[config.mk]
export PLATFORM = sky130hd
export DESIGN_NAME = dual_fifo_ctrl
export DESIGN_NICKNAME = d
export VERILOG_FILES = /design/src/rtl/dfc_pkg.sv /design/src/rtl/dfc_cmd_decode.sv /design/src/rtl/dfc_fifo.sv /design/src/rtl/dfc_irq.sv /design/src/rtl/dual_fifo_ctrl.sv
export SDC_FILE = /design/constraint.sdc
export NUM_CORES = 1
export LEC_CHECK = 0
export ABC_CLOCK_PERIOD_IN_PS = 7700
export BUFFER_PORTS_ARGS = -buffer_cell sky130_fd_sc_hd__buf_2
export CORE_ASPECT_RATIO = 1.4
export CORE_UTILIZATION = 35
export DETAILED_ROUTE_END_ITERATION = 10
export GPL_ROUTABILITY_DRIVEN = 0
export HOLD_SLACK_MARGIN = 0.03
export PLACE_DENSITY = 0.56
export SYNTH_ARGS = -nofsm -noshare
export SYNTH_HDL_FRONTEND = slang
export SYNTH_SLANG_ARGS = --single-unit
[constraint.sdc]
create_clock -name clk -period 7.7 [get_ports clk]
set_clock_uncertainty 0.05 [all_clocks]
set_input_delay 0 -clock clk [delete_from_list [all_inputs] [get_ports clk]]
set_output_delay 0 -clock clk [all_outputs]
set_load 0.01 [all_outputs]
[src/rtl/dfc_pkg.sv]
package dfc_pkg;

    typedef enum logic [7:0] {
        CMD_TX_PUSH   = 8'h66,
        CMD_RX_POP    = 8'h77,
        CMD_FIFO_CLR  = 8'h15,
        CMD_STAT_RD   = 8'h20,
        CMD_TX_START  = 8'h31,
        CMD_SET_TXTHR = 8'h40,
        CMD_SET_RXTHR = 8'h41,
        CMD_SET_MASK  = 8'h42
    } cmd_e;

    // One decoded host operation per cycle
    typedef struct packed {
        logic tx_push;
        logic rx_pop;
        logic clr_rx;
        logic clr_tx;
        logic stat_rd;
        logic tx_start;
        logic set_txthr;
        logic set_rxthr;
        logic set_mask;
    } host_op_t;

    // Sticky status, bit 0 at the bottom
    typedef struct packed {
        logic pkt_done;
        logic tx_udf;
        logic rx_udf;
        logic rx_ovf;
        logic tx_ovf;
        logic rx_af;
        logic tx_ae;
    } irq_stat_t;

    // Level moved from above the mark to at or below it
    function automatic logic fell_to(input logic [7:0] cur, input logic [7:0] nxt,
                                     input logic [7:0] mark);
        return (cur > mark) && (nxt <= mark);
    endfunction

    // Level moved from at or below the mark to above it
    function automatic logic rose_past(input logic [7:0] cur, input logic [7:0] nxt,
                                       input logic [7:0] mark);
        return (cur <= mark) && (nxt > mark);
    endfunction

endpackage

[src/rtl/dfc_cmd_decode.sv]
module dfc_cmd_decode
    import dfc_pkg::*;
(
    input  logic       valid,
    input  logic [7:0] cmd,
    input  logic [1:0] clr_sel,
    output host_op_t   op
);
    always_comb begin
        op = '0;
        if (valid) begin
            case (cmd)
                CMD_TX_PUSH:   op.tx_push   = 1'b1;
                CMD_RX_POP:    op.rx_pop    = 1'b1;
                CMD_FIFO_CLR: begin
                    op.clr_rx = clr_sel[0];
                    op.clr_tx = clr_sel[1];
                end
                CMD_STAT_RD:   op.stat_rd   = 1'b1;
                CMD_TX_START:  op.tx_start  = 1'b1;
                CMD_SET_TXTHR: op.set_txthr = 1'b1;
                CMD_SET_RXTHR: op.set_rxthr = 1'b1;
                CMD_SET_MASK:  op.set_mask  = 1'b1;
                default:       op = '0;
            endcase
        end
    end
endmodule

[src/rtl/dfc_fifo.sv]
module dfc_fifo #(
    parameter  int DEPTH = 64,
    parameter  int W     = 8,
    localparam int AW    = (DEPTH > 1) ? $clog2(DEPTH) : 1,
    localparam int CW    = $clog2(DEPTH + 1)
) (
    input  logic          clk,
    input  logic          rst,
    input  logic          clr,
    input  logic          push,
    input  logic [W-1:0]  din,
    input  logic          pop,
    output logic [W-1:0]  dout,
    output logic [CW-1:0] count,
    output logic [CW-1:0] count_nxt,
    output logic          empty,
    output logic          ovf,
    output logic          udf
);
    localparam logic [CW-1:0] FULL_LVL = CW'(DEPTH);
    localparam logic [AW-1:0] LAST_IDX = AW'(DEPTH - 1);

    logic [W-1:0]  mem [DEPTH];
    logic [AW-1:0] wr_ptr, rd_ptr;
    logic          full, do_push, do_pop;

    function automatic logic [AW-1:0] adv(input logic [AW-1:0] p);
        return (p == LAST_IDX) ? '0 : p + 1'b1;
    endfunction

    assign full    = (count == FULL_LVL);
    assign empty   = (count == '0);
    // A clear in the same cycle wins over any push or pop
    assign do_push = push & ~full  & ~clr;
    assign do_pop  = pop  & ~empty & ~clr;
    assign ovf     = push & full   & ~clr;
    assign udf     = pop  & empty  & ~clr;
    assign dout    = mem[rd_ptr];

    always_comb begin
        if (clr) count_nxt = '0;
        else     count_nxt = count + CW'(do_push) - CW'(do_pop);
    end

    always_ff @(posedge clk) begin
        if (rst || clr) begin
            wr_ptr <= '0;
            rd_ptr <= '0;
        end else begin
            if (do_push) wr_ptr <= adv(wr_ptr);
            if (do_pop)  rd_ptr <= adv(rd_ptr);
        end
        if (rst) count <= '0;
        else     count <= count_nxt;
    end

    always_ff @(posedge clk) begin
        if (do_push) mem[wr_ptr] <= din;
    end
endmodule

[src/rtl/dfc_irq.sv]
module dfc_irq
    import dfc_pkg::*;
(
    input  logic      clk,
    input  logic      rst,
    input  logic      stat_rd,
    input  logic      set_mask,
    input  irq_stat_t mask_in,
    input  irq_stat_t events,
    output irq_stat_t status,
    output irq_stat_t mask,
    output logic      irq_n
);
    always_ff @(posedge clk) begin
        if (rst) begin
            status <= '0;
            mask   <= '1;
        end else begin
            // Events arriving with the read survive it
            status <= (stat_rd ? irq_stat_t'('0) : status) | events;
            if (set_mask) mask <= mask_in;
        end
    end

    assign irq_n = ~|(status & mask);
endmodule

[src/rtl/dual_fifo_ctrl.sv]
module dual_fifo_ctrl
    import dfc_pkg::*;
#(
    parameter  int DEPTH     = 64,
    parameter  int TXTHR_RST = 16,
    parameter  int RXTHR_RST = 48,
    localparam int CW        = $clog2(DEPTH + 1)
) (
    input  logic          clk,
    input  logic          rst,
    input  logic          host_valid,
    input  logic [7:0]    host_cmd,
    input  logic [7:0]    host_wdata,
    output logic [7:0]    host_rdata,
    output logic          irq_n,
    input  logic          rad_tx_pop,
    output logic [7:0]    rad_tx_data,
    output logic          rad_tx_empty,
    input  logic          rad_rx_push,
    input  logic [7:0]    rad_rx_data,
    input  logic          rad_pkt_sent,
    output logic          tx_active,
    output logic [CW-1:0] tx_count,
    output logic [CW-1:0] rx_count
);
    // Levels are compared as bytes: DEPTH must stay below 256
    host_op_t      op;
    irq_stat_t     events, status, mask;
    logic [CW-1:0] tx_cnt_nxt, rx_cnt_nxt;
    logic [7:0]    tx_mark, rx_mark, rx_head;
    logic          rx_empty, tx_ovf, tx_udf, rx_ovf, rx_udf;
    logic          unused_wbit;

    assign unused_wbit = host_wdata[7];

    dfc_cmd_decode u_dec (
        .valid   (host_valid),
        .cmd     (host_cmd),
        .clr_sel (host_wdata[1:0]),
        .op      (op)
    );

    dfc_fifo #(.DEPTH(DEPTH), .W(8)) u_txq (
        .clk       (clk),
        .rst       (rst),
        .clr       (op.clr_tx),
        .push      (op.tx_push),
        .din       (host_wdata),
        .pop       (rad_tx_pop),
        .dout      (rad_tx_data),
        .count     (tx_count),
        .count_nxt (tx_cnt_nxt),
        .empty     (rad_tx_empty),
        .ovf       (tx_ovf),
        .udf       (tx_udf)
    );

    dfc_fifo #(.DEPTH(DEPTH), .W(8)) u_rxq (
        .clk       (clk),
        .rst       (rst),
        .clr       (op.clr_rx),
        .push      (rad_rx_push),
        .din       (rad_rx_data),
        .pop       (op.rx_pop),
        .dout      (rx_head),
        .count     (rx_count),
        .count_nxt (rx_cnt_nxt),
        .empty     (rx_empty),
        .ovf       (rx_ovf),
        .udf       (rx_udf)
    );

    always_comb begin
        events          = '0;
        events.tx_ae    = fell_to(8'(tx_count), 8'(tx_cnt_nxt), tx_mark);
        events.rx_af    = rose_past(8'(rx_count), 8'(rx_cnt_nxt), rx_mark);
        events.tx_ovf   = tx_ovf;
        events.rx_ovf   = rx_ovf;
        events.rx_udf   = rx_udf;
        events.tx_udf   = tx_udf;
        events.pkt_done = rad_pkt_sent;
    end

    dfc_irq u_irq (
        .clk      (clk),
        .rst      (rst),
        .stat_rd  (op.stat_rd),
        .set_mask (op.set_mask),
        .mask_in  (irq_stat_t'(host_wdata[6:0])),
        .events   (events),
        .status   (status),
        .mask     (mask),
        .irq_n    (irq_n)
    );

    always_ff @(posedge clk) begin
        if (rst) begin
            tx_mark    <= 8'(TXTHR_RST);
            rx_mark    <= 8'(RXTHR_RST);
            host_rdata <= '0;
            tx_active  <= 1'b0;
        end else begin
            if (op.set_txthr) tx_mark <= host_wdata;
            if (op.set_rxthr) rx_mark <= host_wdata;
            if (op.rx_pop)
                host_rdata <= rx_empty ? 8'h00 : rx_head;
            else if (op.stat_rd)
                host_rdata <= {1'b0, status};
            if (op.tx_start)
                tx_active <= 1'b1;
            else if (rad_pkt_sent && rad_tx_empty && !op.tx_push)
                tx_active <= 1'b0;
        end
    end
endmodule

==> out/results.ini <==
[timing]
setup_violations = 0
clock.fmax_mhz = 201.4
rsz0062_at_grt = no
worstMarginPinSlew_ps = 1239
finalCritPeriodShare_pct = 64.47
hold_violations = 0
maxSlewHeadroom_pct = 17.39
setup_tns_ps = 0
slew_violations = 0
fin_ws_ps = 2736
fin_crit_ps = 4964

[die]
num_io_pins = 63
start_util_pct = 35.30
rows = 154
core_area_um2 = 125800
fp.dieW_um = 303.1
die_area_um2 = 128400
die_h_um = 423.5

[clock_network]
clock-sinks = 1113
htreeDepth = 3
clk_pin_slew_ps = 60
numCtsBuffers = 106
cts_tree = done
post_cts_resized = 0
clk_latency_ps = 720
cts-root-buf = clkbuf_16
cts_setup_buffers = 0
clockBufferDepth = 3

[setup_path]
rrSetupSlack_ps = 3240
critPathKind = in2reg
crit_required_ps = 8240
cp_max_fo = 7
start_kind = input port
crit_path_end_kind = flop
arrival_ps = 5510

[logic_synthesis]
synth_warnings = 0
syn_area_um2 = 44420
synth.distinct_cells = 80
syn_area_per_cell_um2 = 19.51
ys_ff_latch = 1113
syn_inst = 2277
syn_nets = 2357
ys_seq_area_share_pct = 73.23
async_flop_share_pct = 0
synth_edf_count = 1024
synth-main-ff-cell = edfxtp_1

[power]
power_mw = 13.93
p_leak_nw = 15.43
powerDensity_nw_per_um2 = 275.5
vdd_drop_max_uv = 172.1

[grt]
track_usage_pct = 16.63
antenna_found_initial = 3
grt_max_degree = 70
grt_pass1_wl_um = 155900
overflow = 0
first_global_vias = 23110

[drt]
drc = 0
ant_nets = 0
avgViaCountPerCell = 5.291
dr.pass1.iters = 6
wl_per_cell_um = 25.60
vias = 21933
drtIter0Drc = 1721
wirelength_um = 106100

[placed_design]
post-dp-hpwl_um = 67780
place_ws_ps = 3251
place.port_buffers = 62

[job]
maxCapViolCount = 0

[layout]
drive_gt1_share_pct = 23.14
synthToLayoutAreaGrowth_pct = 13.81
fillerInstances = 11114
final_nets = 2493
finish.utilization_pct = 40.18

[status]
status = completed

[hold_path]
hold_path.class = in2reg

-- report_power, final --
part	internal [mW]	switching (mW)
clock	3.10	2.31
sequential	6.65	0.128
combinational	0.798	0.939
total	10.5	3.38
-- layer usage --
metal | vias to the layer above | GRT usage, % | part of all wire, %
li1 | 9538 | - | -
met4 | 6 | 7.085 | 3.8
met2 | 685 | 29.30 | 53
met3 | 200 | 2.570 | 4.9
met5 | - | 0 | 0.032
met1 | 11504 | 20.02 | 39
-- final timing paths --
kind | to | startpoint | cells past startpoint
worst max-delay path | u_irq.status[1] | host_cmd[7] | 18
worst min-delay path | u_rxq.mem[14][7] | rad_rx_data[7] | 1
worst max register to register | u_irq.status[1] | u_rxq.count[2] | 16
worst min register to register | tx_mark[2] | tx_mark[2] | 2
-- placed cells by master (no fill, tap or decap), types with 6 or more instances in the layout --
| cell type | synthesis | final |
|---|---|---|
| edfxtp_1 | 1024 | 1024 |
| mux4_2 | 288 | 288 |
| nor2_1 | 207 | 207 |
| clkbuf_16 | 0 | 108 |
| nand2_1 | 88 | 88 |
| dfxtp_1 | 89 | 83 |
| buf_2 | 33 | 62 |
| mux2i_1 | 53 | 53 |
| a21oi_1 | 48 | 48 |
| ha_1 | 48 | 48 |
| dlygate4sd3_1 | 0 | 47 |
| inv_1 | 36 | 36 |
| buf_4 | 9 | 33 |
| o22ai_1 | 28 | 28 |
| clkinv_1 | 1 | 25 |
| clkbuf_1 | 42 | 19 |
| nand3_1 | 17 | 17 |
| o21ai_0 | 16 | 16 |
| nand4_1 | 14 | 14 |
| xor2_1 | 14 | 14 |
| bufinv_16 | 0 | 14 |
| nor2b_1 | 13 | 13 |
| a31oi_1 | 13 | 13 |
| clkinv_2 | 0 | 13 |
| and3_1 | 10 | 10 |
| nor3_1 | 10 | 10 |
| nand3b_1 | 10 | 10 |
| xnor2_1 | 9 | 9 |
| a21o_1 | 8 | 8 |
| and2_1 | 7 | 7 |
| nand2b_1 | 7 | 7 |
| o2111ai_1 | 7 | 7 |
| o21a_1 | 6 | 6 |
| a211oi_1 | 6 | 6 |
| o211ai_1 | 6 | 6 |
-- worst max-delay path, stage by stage --
cell and delay [ps]:
dlygate4sd3_1 530, buf_2 130, nor4b_1 1000, nand4_2 360, dlygate4sd3_1 760, nand3_2 150
inv_2 80, ha_1 240, fa_1 450, a21oi_1 170, o21bai_1 110, xor2_1 170
and2_1 180, ha_1 310, o21ai_0 200, a21oi_1 80, or3_1 320, a32o_1 250
-- kinds of logic (layout without fill, tap and decap cells) --
logic type,Yosys count,in the layout,synth area share [%]
compound gates,172,172,2.636
xor+xnor,23,23,0.4535
fa+ha+maj,50,50,1.442
buf+inv,152,381,1.715
flops,1113,1113,73.23
mux,349,349,16.10
other cells,0,1,0
simple gates,418,418,4.419
-- through the flow --
stage	cell area, µm²	cells	hold WS [ps]
final	50560	4145	75.77
after CTS	50550	4144	50.90
after global routing	50550	4144	116.3
after detailed placement	46440	3896	202.4
after floorplan	44420	2277	48.87
after global placement	46440	3896	206.6
-- flip-flops by register name, summed over array words and instances, names as in the netlist, named ones only --
register and count:
u_rxq.rd_ptr 6, u_rxq.mem 512, tx_mark 8, u_txq.wr_ptr 6
u_txq.rd_ptr 6, u_irq.status 7, u_rxq.wr_ptr 6, u_irq.mask 7
rx_mark 8, u_txq.mem 512, u_rxq.count 7, tx_active 1
host_rdata 8, u_txq.count 7
-- synth_stat cells, drive strengths merged, types with 7 or more instances --
cell type,count,share of area [%]
o21ai,16,0.18
nand4,15,0.23
o22ai,28,0.39
o2111ai,7,0.14
a31oi,13,0.18
mux2i,53,1.2
inv,37,0.31
xor2,14,0.28
a21oi,48,0.54
buf,62,0.77
clkbuf,52,0.63
nand2,89,0.76
a21o,9,0.15
nand3b,12,0.22
dfxtp,89,4.0
nor2,208,1.8
nor3,10,0.11
edfxtp,1024,69
nor2b,13,0.18
xnor2,9,0.18
and2,8,0.12
and3,10,0.14
nand3,20,0.28
or3,8,0.13
nand2b,7,0.099
mux4,291,15
ha,48,1.4
-- final cells by class --
class | count | area (µm²) | area share, %
Timing Repair Buffer | 142 | 1028 | 2.034
Inverter | 38 | 142.6 | 0.2821
Tap cell | 1638 | 2049 | 4.054
Multi-Input combinational cell | 1012 | 11130 | 22.02
Clock buffer | 132 | 2821 | 5.581
Clock inverter | 69 | 825.8 | 1.633
Antenna cell | 1 | 2.502 | 0.004950
Sequential cell | 1113 | 32550 | 64.39
-- timing repair --
item	4_1_cts	5_1_grt
hold buffers	47	0
endpoints found under the setup margin	0	0
endpoints found under the hold margin	1026	0
Note: power is estimated with default switching activity, not from simulation.
